## src/rtl/uart_eng_pkg.sv

```systemverilog
package uart_eng_pkg;

  localparam int BYTE_W = 8;
  localparam int OVS_W  = 4;   // 16 ticks per bit

  typedef enum logic [1:0] {
    LINE_MARK  = 2'd0,
    LINE_START = 2'd1,
    LINE_DATA  = 2'd2,
    LINE_PAR   = 2'd3
  } lineSel_e;

  // strobes from the sequencing logic to the data registers
  typedef struct packed {
    logic     txLoad;       // holding register -> shift register
    logic     txShift;      // advance transmit shift register
    lineSel_e txSel;        // what drives the serial output
    logic     rxStart;      // clear receive shift register
    logic     rxShift;      // shift in one sampled data bit
    logic     rxParSample;  // capture sampled parity bit
    logic     rxDone;       // first stop bit sampled now
  } engStrobe_t;

  function automatic logic [3:0] charBits(input logic [1:0] lenCode);
    return 4'd5 + {2'b00, lenCode};
  endfunction

endpackage

```

## src/rtl/uart_eng_ctrl.sv

```systemverilog
module uart_eng_ctrl
  import uart_eng_pkg::*;
#(
  parameter int DIV_W = 16
) (
  input  logic              clk,
  input  logic              rstN,
  input  logic [BYTE_W-1:0] wrData,
  input  logic              divLoWr,
  input  logic              divHiWr,
  input  logic [4:0]        lineCfg,
  input  logic              holdFull,
  input  logic              rxLine,
  output engStrobe_t        strobe,
  output logic              txIdle
);

  localparam int HI_W = DIV_W - BYTE_W;

  typedef enum logic [2:0] {TX_IDLE, TX_START, TX_DATA, TX_PAR, TX_STOP1, TX_STOP2} txState_e;
  typedef enum logic [2:0] {RX_IDLE, RX_START, RX_DATA, RX_PAR, RX_STOP} rxState_e;

  // ---------------- baud tick ----------------
  logic [DIV_W-1:0] divReg, divCnt;
  logic             tick;

  always_ff @(posedge clk or negedge rstN) begin
    if (!rstN) begin
      divReg <= '0;
    end else begin
      if (divLoWr) divReg[BYTE_W-1:0] <= wrData;
      if (divHiWr) divReg[DIV_W-1:BYTE_W] <= wrData[HI_W-1:0];
    end
  end

  always_ff @(posedge clk or negedge rstN) begin
    if (!rstN) divCnt <= '0;
    else if (divReg == '0 || divCnt >= divReg - DIV_W'(1)) divCnt <= '0;
    else divCnt <= divCnt + DIV_W'(1);
  end

  assign tick = (divReg != '0) && (divCnt == divReg - DIV_W'(1));

  // ---------------- shared format decode ----------------
  logic [2:0] lastBit;
  logic       twoStop, parEn, fiveBit;

  assign lastBit = 3'(charBits(lineCfg[1:0]) - 4'd1);
  assign twoStop = lineCfg[2];
  assign parEn   = lineCfg[3];
  assign fiveBit = (lineCfg[1:0] == 2'b00);

  // ---------------- transmit sequencing ----------------
  txState_e         txState;
  logic [OVS_W-1:0] txTicks, txLast;
  logic [2:0]       txBit;
  logic             txBitEnd, txFinal;

  assign txLast   = (txState == TX_STOP2 && fiveBit) ? 4'd7 : 4'd15;
  assign txBitEnd = tick && (txTicks == txLast);
  assign txFinal  = (txState == TX_STOP1 && !twoStop) || (txState == TX_STOP2);
  assign txIdle   = (txState == TX_IDLE);

  // ---------------- receive sequencing ----------------
  rxState_e         rxState;
  logic [OVS_W-1:0] rxTicks;
  logic [2:0]       rxBit;
  logic             rxPrev, rxMid;

  assign rxMid = tick && (rxTicks == 4'd15);

  always_comb begin
    strobe = '0;
    unique case (txState)
      TX_START: strobe.txSel = LINE_START;
      TX_DATA:  strobe.txSel = LINE_DATA;
      TX_PAR:   strobe.txSel = LINE_PAR;
      default:  strobe.txSel = LINE_MARK;
    endcase
    strobe.txLoad      = holdFull && tick && (txIdle || (txBitEnd && txFinal));
    strobe.txShift     = txBitEnd && (txState == TX_DATA);
    strobe.rxStart     = (rxState == RX_IDLE) && rxPrev && !rxLine;
    strobe.rxShift     = (rxState == RX_DATA) && rxMid;
    strobe.rxParSample = (rxState == RX_PAR) && rxMid;
    strobe.rxDone      = (rxState == RX_STOP) && rxMid;
  end

  always_ff @(posedge clk or negedge rstN) begin
    if (!rstN) begin
      txState <= TX_IDLE;
      txTicks <= '0;
      txBit   <= '0;
    end else begin
      if (!txIdle && tick) txTicks <= txBitEnd ? '0 : txTicks + 1'b1;
      unique case (txState)
        TX_IDLE:  if (strobe.txLoad) begin txState <= TX_START; txTicks <= '0; end
        TX_START: if (txBitEnd) begin txState <= TX_DATA; txBit <= '0; end
        TX_DATA:  if (txBitEnd) begin
                    if (txBit == lastBit) txState <= parEn ? TX_PAR : TX_STOP1;
                    else txBit <= txBit + 1'b1;
                  end
        TX_PAR:   if (txBitEnd) txState <= TX_STOP1;
        TX_STOP1: if (txBitEnd) txState <= twoStop ? TX_STOP2 : (strobe.txLoad ? TX_START : TX_IDLE);
        TX_STOP2: if (txBitEnd) txState <= strobe.txLoad ? TX_START : TX_IDLE;
        default:  txState <= TX_IDLE;
      endcase
    end
  end

  always_ff @(posedge clk or negedge rstN) begin
    if (!rstN) begin
      rxState <= RX_IDLE;
      rxTicks <= '0;
      rxBit   <= '0;
      rxPrev  <= 1'b1;
    end else begin
      rxPrev <= rxLine;
      unique case (rxState)
        RX_IDLE: if (strobe.rxStart) begin rxState <= RX_START; rxTicks <= '0; end
        RX_START: if (tick) begin
                    if (rxTicks == 4'd7) begin
                      rxTicks <= '0;
                      rxBit   <= '0;
                      rxState <= rxLine ? RX_IDLE : RX_DATA;
                    end else rxTicks <= rxTicks + 1'b1;
                  end
        RX_DATA: begin
                   if (tick) rxTicks <= rxTicks + 1'b1;
                   if (rxMid) begin
                     if (rxBit == lastBit) rxState <= parEn ? RX_PAR : RX_STOP;
                     else rxBit <= rxBit + 1'b1;
                   end
                 end
        RX_PAR: begin
                  if (tick) rxTicks <= rxTicks + 1'b1;
                  if (rxMid) rxState <= RX_STOP;
                end
        RX_STOP: begin
                   if (tick) rxTicks <= rxTicks + 1'b1;
                   if (rxMid) rxState <= RX_IDLE;
                 end
        default: rxState <= RX_IDLE;
      endcase
    end
  end

endmodule

```

## src/rtl/uart_eng_dpath.sv

```systemverilog
module uart_eng_dpath
  import uart_eng_pkg::*;
(
  input  logic              clk,
  input  logic              rstN,
  input  engStrobe_t        strobe,
  input  logic [4:0]        lineCfg,
  input  logic [BYTE_W-1:0] wrData,
  input  logic              txHoldWr,
  input  logic              rxTake,
  input  logic              errClr,
  input  logic              rxd,
  output logic              txd,
  output logic              rxLine,
  output logic              holdFull,
  output logic [BYTE_W-1:0] rxData,
  output logic              rxReady,
  output logic              parityErr,
  output logic              framingErr,
  output logic              overrun
);

  logic [3:0]        nBits;
  logic [BYTE_W-1:0] lenMask, holdReg, txSh, txMasked, rxSh, rxWord;
  logic              txPar, rxParBit, rxMeta, evenPar, parEn, parExp;

  assign nBits    = charBits(lineCfg[1:0]);
  assign lenMask  = 8'hFF >> (4'd8 - nBits);
  assign parEn    = lineCfg[3];
  assign evenPar  = lineCfg[4];
  assign txMasked = holdReg & lenMask;
  assign rxWord   = rxSh >> (4'd8 - nBits);
  assign parExp   = evenPar ? ^rxWord : ~^rxWord;

  // transmit holding and shift registers
  always_ff @(posedge clk or negedge rstN) begin
    if (!rstN) begin
      holdReg  <= '0;
      holdFull <= 1'b0;
      txSh     <= '0;
      txPar    <= 1'b0;
      txd      <= 1'b1;
    end else begin
      if (txHoldWr) begin
        holdReg  <= wrData;
        holdFull <= 1'b1;
      end else if (strobe.txLoad) begin
        holdFull <= 1'b0;
      end
      if (strobe.txLoad) begin
        txSh  <= txMasked;
        txPar <= evenPar ? ^txMasked : ~^txMasked;
      end else if (strobe.txShift) begin
        txSh <= txSh >> 1;
      end
      unique case (strobe.txSel)
        LINE_START: txd <= 1'b0;
        LINE_DATA:  txd <= txSh[0];
        LINE_PAR:   txd <= txPar;
        default:    txd <= 1'b1;
      endcase
    end
  end

  // receive synchronizer, shift register and buffer
  always_ff @(posedge clk or negedge rstN) begin
    if (!rstN) begin
      rxMeta     <= 1'b1;
      rxLine     <= 1'b1;
      rxSh       <= '0;
      rxParBit   <= 1'b0;
      rxData     <= '0;
      rxReady    <= 1'b0;
      parityErr  <= 1'b0;
      framingErr <= 1'b0;
      overrun    <= 1'b0;
    end else begin
      rxMeta <= rxd;
      rxLine <= rxMeta;
      if (strobe.rxStart) rxSh <= '0;
      else if (strobe.rxShift) rxSh <= {rxLine, rxSh[BYTE_W-1:1]};
      if (strobe.rxParSample) rxParBit <= rxLine;

      if (strobe.rxDone) begin
        rxData  <= rxWord;
        rxReady <= 1'b1;
      end else if (rxTake) begin
        rxReady <= 1'b0;
      end

      if (strobe.rxDone && rxReady && !rxTake) overrun <= 1'b1;
      else if (errClr) overrun <= 1'b0;

      if (strobe.rxDone && parEn && (rxParBit != parExp)) parityErr <= 1'b1;
      else if (errClr) parityErr <= 1'b0;

      if (strobe.rxDone && !rxLine) framingErr <= 1'b1;
      else if (errClr) framingErr <= 1'b0;
    end
  end

endmodule

```

## src/rtl/uart_engine.sv

```systemverilog
module uart_engine
  import uart_eng_pkg::*;
#(
  parameter int DIV_W = 16
) (
  input  logic       clk,
  input  logic       rstN,
  input  logic [7:0] wrData,
  input  logic       divLoWr,
  input  logic       divHiWr,
  input  logic       txHoldWr,
  input  logic       rxTake,
  input  logic       errClr,
  input  logic [4:0] lineCfg,
  input  logic       rxd,
  output logic       txd,
  output logic [7:0] rxData,
  output logic       rxReady,
  output logic       holdEmpty,
  output logic       txEmpty,
  output logic       parityErr,
  output logic       framingErr,
  output logic       overrun
);

  engStrobe_t strobe;
  logic       holdFull, txIdle, rxLine;

  uart_eng_ctrl #(.DIV_W(DIV_W)) i_ctrl (
    .clk(clk), .rstN(rstN), .wrData(wrData), .divLoWr(divLoWr), .divHiWr(divHiWr),
    .lineCfg(lineCfg), .holdFull(holdFull), .rxLine(rxLine),
    .strobe(strobe), .txIdle(txIdle)
  );

  uart_eng_dpath i_dpath (
    .clk(clk), .rstN(rstN), .strobe(strobe), .lineCfg(lineCfg), .wrData(wrData),
    .txHoldWr(txHoldWr), .rxTake(rxTake), .errClr(errClr), .rxd(rxd),
    .txd(txd), .rxLine(rxLine), .holdFull(holdFull), .rxData(rxData),
    .rxReady(rxReady), .parityErr(parityErr), .framingErr(framingErr), .overrun(overrun)
  );

  assign holdEmpty = !holdFull;
  assign txEmpty   = txIdle && !holdFull;

endmodule

```

## config.mk

```make
export PLATFORM = sky130hd
export DESIGN_NAME = uart_engine
export DESIGN_NICKNAME = d
export VERILOG_FILES = /design/src/rtl/uart_eng_pkg.sv /design/src/rtl/uart_eng_ctrl.sv /design/src/rtl/uart_eng_dpath.sv /design/src/rtl/uart_engine.sv
export SDC_FILE = /design/constraint.sdc
export NUM_CORES = 1
export LEC_CHECK = 0
export BUFFER_PORTS_ARGS = -buffer_cell sky130_fd_sc_hd__buf_2
export CORE_ASPECT_RATIO = 0.6
export CORE_MARGIN = 2
export CORE_UTILIZATION = 50
export DETAILED_ROUTE_END_ITERATION = 8
export PLACE_DENSITY = 0.81
export SLEW_MARGIN = 15
export SYNTH_ARGS = -nofsm -noshare
export SYNTH_HDL_FRONTEND = slang
export SYNTH_SLANG_ARGS = --single-unit
```

## constraint.sdc

```tcl
create_clock -name clk -period 3.6 [get_ports clk]
set_clock_uncertainty 0.1 [all_clocks]
set_input_delay 0 -clock clk [delete_from_list [all_inputs] [get_ports clk]]
set_output_delay 0 -clock clk [all_outputs]
set_load 0.05 [all_outputs]
```

==> out/qor.txt <==
Tmin final = 3.54 ns
Max Freq = 0.282 GHz
Post-Synthesis Cells = 555
Drc violations = 0
Final #Nets = 672
DRT Wirelength = 13.6 mm
CTS Sinks = 95
Synth async-reset ratio = 100%
Ant. Diodes = 0
Setup TNS = 0 ns
Root Buffer = clkbuf_16
Initial drt markers = 372
Setup violators final = 0
Synthesis Warnings = 0
Synth Register Bits = 95
Clock Tree Buf Depth = 2
Cell Area, Synth = 0.00561 mm2
Status = finished clean
Post-synthesis cell type count = 69
Commonest non-fill, non-tap cell in the layout = dfrtp_1
Power Dens Cells = 406 mW/mm2
Leakage = 2.94 nW
Layout cells sized above 1 = 23.0%
Most frequent cells in the layout = dfrtp_1, nand2_1, nor2_1
Wire per inst = 17.7 um
Initial antenna violation count = 0
Least-Margin Pin Slew = 0.955 ns
Largest area contributor in the netlist = dfrtp_1
Tot Pwr = 2.70 mW
Worst hold slack = 0.0508 ns
Vias = 4468
DP HPWL = 9.55 mm
CTS tree = yes
Num CTS Buffers = 9
Total gr overflow = 0
EDFF count, synth = 0
First-pass GRT wire length = 21.9 mm
Primary FF master, synth = dfrtp_1
Mapped Nets = 602
Fin worst setup slack = 0.0567 ns
Worst EP required = 3.74 ns
Synthesis-to-finish area growth = 18.6%
Critical setup path kind = flop to flop
Htree depth = 3
Clock transition at the registers of the reported paths = 0.07 ns
TritonRoute pass-1 iters = 5
Final Max Tran Viols = 0
Vias/cell = 5.81
CP max FO = 4
Final Hold Fails = 0
Largest net degree at the start of global routing = 74
Arr. time, crit path = 3.68 ns
Final antenna-violating net count = 0
Clock Latency Late Sink = 0.35 ns
Crit share post-route = 98.4%
Top cells by area, synth = dfrtp_1, ha_1, xnor2_1
Worst vdd ir = 0.000209 V
Die Ht = 86.0 um
Area share of the largest cell type after synthesis = 40.6%
Starting Density = 52.2%
PortBufs = 35
Worst Setup End Kind = flop
Die area = 0.0121 mm2
Vias in the first global route = 4322
Slew margin rel. = 36.3%
Placer Congestion = 0.950
Die Wd = 141 um
Core Box Area = 0.0107 mm2
Row cnt = 29
MaxCap Viol Count = 0
# IOs = 36
Gr usage total = 23.0%
CP startpoint kind = flop
Place WS = -0.0666 ns
Avg Cell Area, Syn = 10.1 um2
Seq/Total Area, Yosys = 42.5%
Hold Path Class = input pin to flop
[flip-flops by register name, summed over array words and instances (netlist names), 3 cells and up]
name / cells
i_ctrl.divCnt: 16
i_ctrl.divReg: 16
i_dpath.holdReg: 8
i_dpath.rxData: 8
i_dpath.rxSh: 8
i_dpath.txSh: 8
i_ctrl.rxTicks: 4
i_ctrl.txTicks: 4
i_ctrl.rxBit: 3
i_ctrl.rxState: 3
i_ctrl.txBit: 3
i_ctrl.txState: 3
[synth_stat cells (3+ instances only)]
| master | count |
|---|---|
| a21boi_0 | 3 |
| a21o_1 | 7 |
| a21oi_1 | 15 |
| a31oi_1 | 6 |
| and3_1 | 4 |
| and4_1 | 3 |
| buf_2 | 5 |
| buf_6 | 3 |
| clkbuf_1 | 12 |
| dfrtp_1 | 91 |
| dfstp_2 | 4 |
| ha_1 | 26 |
| inv_1 | 21 |
| mux2_1 | 7 |
| mux2_2 | 23 |
| mux2i_1 | 12 |
| mux4_2 | 5 |
| nand2_1 | 53 |
| nand2b_1 | 10 |
| nand3_1 | 20 |
| nand4_1 | 4 |
| nor2_1 | 40 |
| nor2b_1 | 8 |
| nor3_1 | 27 |
| nor3b_1 | 5 |
| nor4_1 | 4 |
| o211ai_1 | 3 |
| o21ai_0 | 23 |
| o21ai_1 | 4 |
| o22ai_1 | 5 |
| o31ai_1 | 3 |
| or2_2 | 3 |
| or3_1 | 4 |
| xnor2_1 | 36 |
| xor2_1 | 13 |
[cell families after synthesis]
kind of cell,after synthesis,share of synthesized area [%]
AOI/OAI and AO/OA,94,11.7
xor gates and xnor gates,49,7.66
adders and majority gates,26,5.80
buffers and inverters,42,3.33
DFF,95,42.5
muxes,47,10.2
and+or+nand+nor,202,18.9
[metal layers]
| metal | wire length, um | track usage, % | part of all wire (%) | up-vias |
|---|---|---|---|---|
| li1 | - | - | - | 2109 |
| met1 | 6790 | 35.6 | 50 | 2196 |
| met4 | 180 | 5.91 | 1.3 | 0 |
| met2 | 5800 | 32.7 | 43 | 145 |
| met3 | 806 | 4.80 | 5.9 | 18 |
| met5 | 0 | 0 | 0 | - |
[power breakdown]
| part | switching [mW] | total [mW] | internal (mW) |
|---|---|---|---|
| logic | 0.242 | 0.460 | 0.218 |
| clock network | 0.461 | 1.02 | 0.555 |
| registers | 0.0852 | 1.22 | 1.14 |
[cell type report]
| cell class | count | area [um2] |
|---|---|---|
| flip-flops and latches | 95 | 2380 |
| clock inverters | 7 | 86.3 |
| repair buffers | 80 | 572 |
| fillers | 831 | 4090 |
| multi-input cells | 418 | 3130 |
| clock buffers | 9 | 225 |
| well taps | 139 | 174 |
| inverters | 21 | 78.8 |
[path summary, 6_finish.rpt]
path | from | end | slack, ns | depth (start not counted)
max | i_ctrl.divReg[3] | i_dpath.txSh[6] | 0.06 | 14
min | lineCfg[3] | i_ctrl.rxState[1] | 0.05 | 4
max reg2reg | i_ctrl.divReg[3] | i_dpath.txSh[6] | 0.06 | 14
min reg2reg | i_dpath.rxMeta | i_dpath.rxLine | 0.26 | 0
max in group asynchronous | rstN | i_ctrl.rxPrev | 2.29 | 3
min in group asynchronous | rstN | i_ctrl.divCnt[6] | 0.21 | 2
[what timing repair did]
item | in CTS | in global routing
cloned | 0 | 1
endpoints found under the hold margin | 102 | 0
endpoints found under the setup margin | 12 | 28
gates resized for setup | 2 | 23
pin swaps | 0 | 8
buffers inserted | 3 | 6
hold buffers | 19 | 0
[worst max-delay path: stages (launching register included)]
cell      delay [ns]
dfrtp_1         0.40
nor2_2          0.15
nand2_2         0.10
nor3_4          0.22
nand2_2         0.10
or3_4           0.34
xor2_1          0.15
ha_1            0.34
nand3_2         0.11
nor3_4          0.27
o211ai_4        0.15
buf_4           0.16
or3_4           0.39
and3_1          0.19
a211o_1         0.26
[through the flow]
step	cells	util [%]	cell area (um2)
CTS	762	60.6	6500
detailed placement	724	55.6	5970
finish	769	61.9	6650
global placement	724	55.6	5970
floorplan	555	-	5610
global route	769	61.9	6650
Note: power is estimated with default switching activity, not from simulation.
